File: src/rtl/pt_walk_pkg.sv
// Package: shared widths, entry layout, walker states and fault codes.
// Assumes 4 KB pages and 4-byte table entries.
package pt_walk_pkg;
    localparam int VA_W      = 32;
    localparam int OFF_W     = 12;
    localparam int FRAME_W   = VA_W - OFF_W;
    localparam int IDX_W     = FRAME_W / 2;
    localparam int FLG_VALID = 0;
    localparam int FLG_WRITE = 1;
    localparam int FLG_DIRTY = 2;
    localparam int FLG_W     = 3;

    typedef enum logic [2:0] {
        ST_IDLE,
        ST_OUTER,
        ST_INNER,
        ST_DONE,
        ST_FAULT
    } walk_state_e;

    typedef enum logic [1:0] {
        FLT_NONE       = 2'd0,
        FLT_OUTER_INV  = 2'd1,
        FLT_INNER_INV  = 2'd2,
        FLT_WRITE_PROT = 2'd3
    } fault_e;
endpackage

File: src/rtl/pt_walk_addr.sv
// Module: forms the table entry address for the current level.
// Assumes entries are 2**ENTRY_SHIFT bytes; the inner table is page aligned.
module pt_walk_addr #(
    parameter int VA_W        = 32,
    parameter int OFF_W       = 12,
    parameter int IDX_W       = 10,
    parameter int ENTRY_SHIFT = 2,
    localparam int FRAME_W    = VA_W - OFF_W
) (
    input  logic               sel_inner,
    input  logic [VA_W-1:0]    outer_base,
    input  logic [FRAME_W-1:0] inner_frame,
    input  logic [IDX_W-1:0]   idx_outer,
    input  logic [IDX_W-1:0]   idx_inner,
    output logic [VA_W-1:0]    entry_addr
);
    logic [VA_W-1:0]  table_base;
    logic [IDX_W-1:0] index;

    // Pick table base and index for the level, then scale the index.
    always_comb begin
        table_base = sel_inner ? {inner_frame, {OFF_W{1'b0}}} : outer_base;
        index      = sel_inner ? idx_inner : idx_outer;
        entry_addr = table_base + (VA_W'(index) << ENTRY_SHIFT);
    end
endmodule

File: src/rtl/pt_walk_check.sv
// Module: classifies a fetched entry into a fault code.
// Assumes only the leaf entry is checked for write permission;
// validity outranks protection.
module pt_walk_check
    import pt_walk_pkg::*;
#(
    parameter int VA_W = 32
) (
    input  logic [VA_W-1:0] entry,
    input  logic            is_leaf,
    input  logic            is_write,
    output fault_e          fault
);
    // Validity first, then the write permission of the leaf.
    always_comb begin
        if (!entry[FLG_VALID]) begin
            fault = is_leaf ? FLT_INNER_INV : FLT_OUTER_INV;
        end else if (is_leaf && is_write && !entry[FLG_WRITE]) begin
            fault = FLT_WRITE_PROT;
        end else begin
            fault = FLT_NONE;
        end
    end
endmodule

File: src/rtl/pt_walk_fsm.sv
// Module: walk sequencer IDLE -> OUTER -> INNER -> DONE, or FAULT.
// Assumes each read level ends on the cycle mem_ack is high.
module pt_walk_fsm
    import pt_walk_pkg::*;
(
    input  logic        clk,
    input  logic        rst_n,
    input  logic        start,
    input  logic        mem_ack,
    input  fault_e      entry_fault,
    output walk_state_e state
);
    walk_state_e nxt;

    // Next-state selection.
    always_comb begin
        nxt = state;
        unique case (state)
            ST_IDLE:  if (start) nxt = ST_OUTER;
            ST_OUTER: if (mem_ack) nxt = (entry_fault == FLT_NONE) ? ST_INNER : ST_FAULT;
            ST_INNER: if (mem_ack) nxt = (entry_fault == FLT_NONE) ? ST_DONE : ST_FAULT;
            ST_DONE:  nxt = ST_IDLE;
            ST_FAULT: nxt = ST_IDLE;
            default:  nxt = ST_IDLE;
        endcase
    end

    // State register with synchronous reset.
    always_ff @(posedge clk) begin
        if (!rst_n) state <= ST_IDLE;
        else        state <= nxt;
    end
endmodule

File: src/rtl/pt_walker.sv
// Module: two-level page table walker top.
// Assumes a memory that keeps read data valid with ack and accepts a
// held request; results stay on the outputs until the next walk ends.
module pt_walker
    import pt_walk_pkg::*;
#(
    parameter int VA_W        = pt_walk_pkg::VA_W,
    parameter int OFF_W       = pt_walk_pkg::OFF_W,
    parameter int ENTRY_SHIFT = 2,
    localparam int FRAME_W    = VA_W - OFF_W,
    localparam int IDX_W      = FRAME_W / 2
) (
    input  logic               clk,
    input  logic               rst_n,
    input  logic               start_i,
    input  logic [VA_W-1:0]    vaddr_i,
    input  logic               is_write_i,
    input  logic [VA_W-1:0]    base_i,
    output logic               mem_req_o,
    output logic [VA_W-1:0]    mem_addr_o,
    input  logic               mem_ack_i,
    input  logic [VA_W-1:0]    mem_rdata_i,
    output logic               busy_o,
    output logic               done_o,
    output logic [1:0]         fault_o,
    output logic [FRAME_W-1:0] frame_o,
    output logic [VA_W-1:0]    paddr_o,
    output logic [FLG_W-1:0]   perm_o
);
    walk_state_e        state;
    fault_e             entry_fault;
    logic [VA_W-1:0]    va_q;
    logic [VA_W-1:0]    base_q;
    logic               wr_q;
    logic [FRAME_W-1:0] inner_tab_q;
    logic [FRAME_W-1:0] frame_q;
    logic [FLG_W-1:0]   flags_q;
    fault_e             fault_q;
    logic               accept;
    logic               leaf;

    assign accept = (state == ST_IDLE) && start_i;
    assign leaf   = (state == ST_INNER);

    pt_walk_fsm u_fsm (
        .clk         (clk),
        .rst_n       (rst_n),
        .start       (start_i),
        .mem_ack     (mem_ack_i),
        .entry_fault (entry_fault),
        .state       (state)
    );

    pt_walk_addr #(
        .VA_W        (VA_W),
        .OFF_W       (OFF_W),
        .IDX_W       (IDX_W),
        .ENTRY_SHIFT (ENTRY_SHIFT)
    ) u_addr (
        .sel_inner   (leaf),
        .outer_base  (base_q),
        .inner_frame (inner_tab_q),
        .idx_outer   (va_q[VA_W-1 -: IDX_W]),
        .idx_inner   (va_q[OFF_W +: IDX_W]),
        .entry_addr  (mem_addr_o)
    );

    pt_walk_check #(
        .VA_W (VA_W)
    ) u_check (
        .entry    (mem_rdata_i),
        .is_leaf  (leaf),
        .is_write (wr_q),
        .fault    (entry_fault)
    );

    // Capture the walk context when a start is accepted.
    always_ff @(posedge clk) begin
        if (!rst_n) begin
            va_q   <= '0;
            base_q <= '0;
            wr_q   <= 1'b0;
        end else if (accept) begin
            va_q   <= vaddr_i;
            base_q <= base_i;
            wr_q   <= is_write_i;
        end
    end

    // Keep the inner table frame from an acknowledged outer read.
    always_ff @(posedge clk) begin
        if (!rst_n) begin
            inner_tab_q <= '0;
        end else if (state == ST_OUTER && mem_ack_i) begin
            inner_tab_q <= mem_rdata_i[VA_W-1 -: FRAME_W];
        end
    end

    // Record the result when a level ends the walk.
    always_ff @(posedge clk) begin
        if (!rst_n) begin
            frame_q <= '0;
            flags_q <= '0;
            fault_q <= FLT_NONE;
        end else if (mem_ack_i && (leaf || (state == ST_OUTER && entry_fault != FLT_NONE))) begin
            fault_q <= entry_fault;
            flags_q <= mem_rdata_i[FLG_W-1:0];
            frame_q <= (leaf && entry_fault == FLT_NONE) ? mem_rdata_i[VA_W-1 -: FRAME_W] : '0;
        end
    end

    // Drive the handshake and result outputs.
    always_comb begin
        busy_o    = (state == ST_OUTER) || (state == ST_INNER);
        done_o    = (state == ST_DONE) || (state == ST_FAULT);
        mem_req_o = busy_o;
        fault_o   = fault_q;
        frame_o   = frame_q;
        perm_o    = flags_q;
        paddr_o   = (fault_q == FLT_NONE) ? {frame_q, va_q[OFF_W-1:0]} : '0;
    end
endmodule

File: config.mk
export PLATFORM = sky130hd
export DESIGN_NAME = pt_walker
export DESIGN_NICKNAME = d
export VERILOG_FILES = /design/src/rtl/pt_walk_pkg.sv /design/src/rtl/pt_walk_addr.sv /design/src/rtl/pt_walk_check.sv /design/src/rtl/pt_walk_fsm.sv /design/src/rtl/pt_walker.sv
export SDC_FILE = /design/constraint.sdc
export NUM_CORES = 1
export LEC_CHECK = 0
export ABC_AREA = 1
export ABC_CLOCK_PERIOD_IN_PS = 3500
export BUFFER_PORTS_ARGS = -buffer_cell sky130_fd_sc_hd__buf_2
export CAP_MARGIN = 5
export CORE_AREA = 2 2 126 128
export CTS_BUF_LIST = sky130_fd_sc_hd__clkbuf_4
export DETAILED_ROUTE_END_ITERATION = 12
export DIE_AREA = 0 0 128 130
export HOLD_SLACK_MARGIN = 0.08
export PLACE_DENSITY = 0.74
export SYNTH_ARGS = -nofsm -noshare
export SYNTH_HDL_FRONTEND = slang
export SYNTH_SLANG_ARGS = --single-unit
File: constraint.sdc
create_clock -name clk -period 3.5 [get_ports clk]
set_input_delay 0.175 -clock clk [delete_from_list [all_inputs] [get_ports clk]]
set_output_delay 0.175 -clock clk [all_outputs]
set_load 0.02 [all_outputs]
==> results.json <==
{
  "startpoint": "u_fsm.state[2]",
  "clock_path_buffers": 2,
  "layout.nets": 1285,
  "min_path_type": "primary input to flip-flop",
  "period_share_pct": 93.9,
  "finalSetupTns_ns": 0,
  "utilization_pct": 54.2,
  "slew_viol_final": 0,
  "htreeDepth": 4,
  "cts.clk_slew.worst_paths_ns": 0.10,
  "cp-start-kind": "flip-flop",
  "cpMaxStageDelayCell": "ha_1",
  "numClockSinks": 113,
  "clk_latency_ns": 0.54,
  "crit_arrival_ns": 3.11,
  "synth.yosys.warnings": 0,
  "vias": 6769,
  "hold_ws_ns": 0.200,
  "synth_fp_nets": 1020,
  "synthSimpleGateAreaFrac_pct": 25.7,
  "synth.avg_cell_area_um2": 6.57,
  "die_width_um": 128,
  "post_drt_wl_per_cell_um": 13.9,
  "period_needed_ns": 3.29,
  "root_buffer": "clkbuf_4",
  "fillers": 1444,
  "grt_max_degree": 121,
  "grt_pass1_vias": 6241,
  "synth-adder-area-share_pct": 2.43,
  "core_area_um2": 15400,
  "num_rows": 46,
  "clock.fmax_mhz": 304,
  "drv_cap": 0,
  "synthMuxAreaShare_pct": 0,
  "ir_drop_v": 0.000382,
  "port_buffers": 183,
  "antenna_found_initial": 1,
  "drive_above_1_share_pct": 21.7,
  "syn_inst": 908,
  "synthFlopType": "dfxtp_1",
  "die_h_um": 130,
  "post_drt_via_cell_ratio": 4.91,
  "synth-edff-count": 0,
  "critical-path-max-stage-delay_ns": 0.38,
  "finalSetupViolations": 0,
  "cts_tree": "done",
  "fp.dieArea_um2": 16600,
  "critPathKind": "flip-flop to output pin",
  "synth_seq_cells": 113,
  "end_kind": "output pin",
  "cp_cell_sequence": "nor2_4 > nand2_4 > buf_4 > nand2_1 > o21ai_0 > ha_1 > nand2_1 > inv_1 > nand2_1 > nand2_1 > nand2_1 > nand3_4 > nand2_2 > nor2_2 > nand3_1 > nand2_1 > inv_1 > buf_2",
  "dr.first_iter.drc_count": 465,
  "gp_congestion": 0.886,
  "synth_xor_xnor_area_share_pct": 3.08,
  "cp.required_ns": 3.32,
  "cts_inserted_buffers": 17,
  "grt_overflow": 0,
  "synth-compound-area-share_pct": 18.6,
  "run_status": "complete, no violations",
  "drc_errors": 0,
  "wirelength_um": 19100,
  "crit_path_frequent_cell": "nand2_1",
  "skew_ns": 0.0154,
  "reg2reg_from": "u_fsm.state[1]",
  "finalHoldViolations": 0,
  "p_per_area_nw_per_um2": 698,
  "tightest_slew_ns": 1.05,
  "async_reset_ff_share_pct": 0,
  "io_pins": 193,
  "p_leak_uw": 0.00400,
  "track_usage_pct": 22.8,
  "synth_top_family_by_area": "simple AND/OR/NAND/NOR gates",
  "start_util_pct": 38.7,
  "path_max_fanout": 13,
  "worstHoldStart": "start_i",
  "syn_area_um2": 5970,
  "first_pass_iters": 5,
  "grt_first_pass_wirelength_um": 29900,
  "ant_nets": 0,
  "relSlewSlack_pct": 30.0,
  "dp_hpwl_um": 12200,
  "ys_seq_area_share_pct": 37.9,
  "yosys.cell_types.count": 35,
  "area_delta_synth_final_pct": 40.0
}
area by class of cell:
type | instances | area, um^2 | area share (%)
antenna | 1 | 2.50 | 0.0300
clock buffer | 18 | 135 | 1.62
clock inverter | 14 | 146 | 1.75
inverter | 130 | 492 | 5.89
multi-input combinational | 613 | 3040 | 36.4
sequential | 113 | 2260 | 27.1
tap | 192 | 240 | 2.88
timing repair buffer | 298 | 2040 | 24.4
layer usage:
layer	GRT usage, %	share of wire, %	vias up
li1	-	-	3423
met5	0	0	-
met3	4.55	5.2	54
met4	10.3	3.4	0
met2	37.4	46	236
met1	29.2	45	3056
Yosys cell counts, types with 3 or more instances:
library cell | count | area [um^2]
nand3b_1 | 7 | 52.6
buf_1 | 5 | 18.8
a21oi_1 | 105 | 526
nand3_1 | 64 | 320
nand2_2 | 4 | 25.0
ha_1 | 10 | 125
xor2_1 | 16 | 140
xnor2_1 | 5 | 43.8
o21ai_0 | 91 | 455
dfxtp_1 | 113 | 2260
clkbuf_1 | 32 | 120
buf_6 | 3 | 33.8
buf_4 | 4 | 30.0
inv_1 | 128 | 480
nor2_2 | 7 | 43.8
nand2_1 | 166 | 623
buf_2 | 9 | 45.0
o21ai_1 | 8 | 40.0
nor2_1 | 110 | 413
nand4_1 | 6 | 37.5
flip-flops by register name, summed over array words and instances, names as in the netlist:
signal       flops
base_q          32
fault_o          2
frame_o         20
inner_tab_q     20
perm_o           3
u_fsm.state      3
va_q            32
wr_q             1
stage by stage:
step / setup slack (ns) / std cells / area [um^2] / total power, uW
after global placement: 0.422 / 1239 / 6950 / 4550
after global routing: -0.000560 / 1379 / 8350 / 6290
after detailed placement: 0.329 / 1239 / 6950 / 4600
after CTS: 0.0131 / 1374 / 8280 / 5760
final: 0.212 / 1379 / 8350 / 5830
after floorplan: 0.516 / 908 / 5970 / 3840
worst max-delay path, delay by kind of cell, from the launching register on:
kind	cells	cell delay (ns)
AOI/OAI and AO/OA	1	0.09
adders and majority gates	1	0.38
buffers and inverters	4	0.46
DFF	1	0.36
and+or+nand+nor	12	1.29
where the power goes:
| part | switching (uW) | internal (uW) |
|---|---|---|
| Combinational | 2070 | 1040 |
| Clock | 508 | 486 |
| Sequential | 138 | 1590 |
layout by cell type (no fill, tap or decap), types with 6 or more instances in the layout:
| cell type | n |
|---|---|
| dfxtp_1 | 111 |
| ha_1 | 8 |
| xor2_1 | 16 |
| nand4_1 | 6 |
| buf_2 | 181 |
| inv_1 | 126 |
| buf_4 | 17 |
| clkbuf_4 | 18 |
| a21oi_1 | 105 |
| nand2_1 | 163 |
| nand3_1 | 62 |
| nor2_2 | 8 |
| nor2_1 | 108 |
| clkinv_1 | 7 |
| dlygate4sd3_1 | 99 |
| o21ai_0 | 86 |
| o21ai_1 | 11 |
| nand3b_1 | 7 |
path summary, 6_finish.rpt:
kind                     to  slack [ns]  cells past startpoint
max          mem_addr_o[26]        0.21                     18
min          u_fsm.state[2]        0.20                      3
max reg2reg      base_q[19]        0.90                      8
min reg2reg      base_q[25]        0.46                      2
timing repair:
item,CTS,global route
endpoints found under the hold margin,112,0
setup buffers,4,3
pin swaps,0,6
setup endpoints to repair,19,18
gates resized for setup,8,18
hold buffers,99,0
cloned,0,1
kinds of logic (layout without fill, tap and decap cells):
| group | count (synthesis) | after routing |
|---|---|---|
| buf+inv | 183 | 460 |
| compound gates | 213 | 213 |
| flops | 113 | 113 |
| other cells | 0 | 1 |
| xor+xnor | 21 | 21 |
| fa+ha+maj | 11 | 11 |
| simple gates | 367 | 368 |
(Power assumes the default switching activity.)
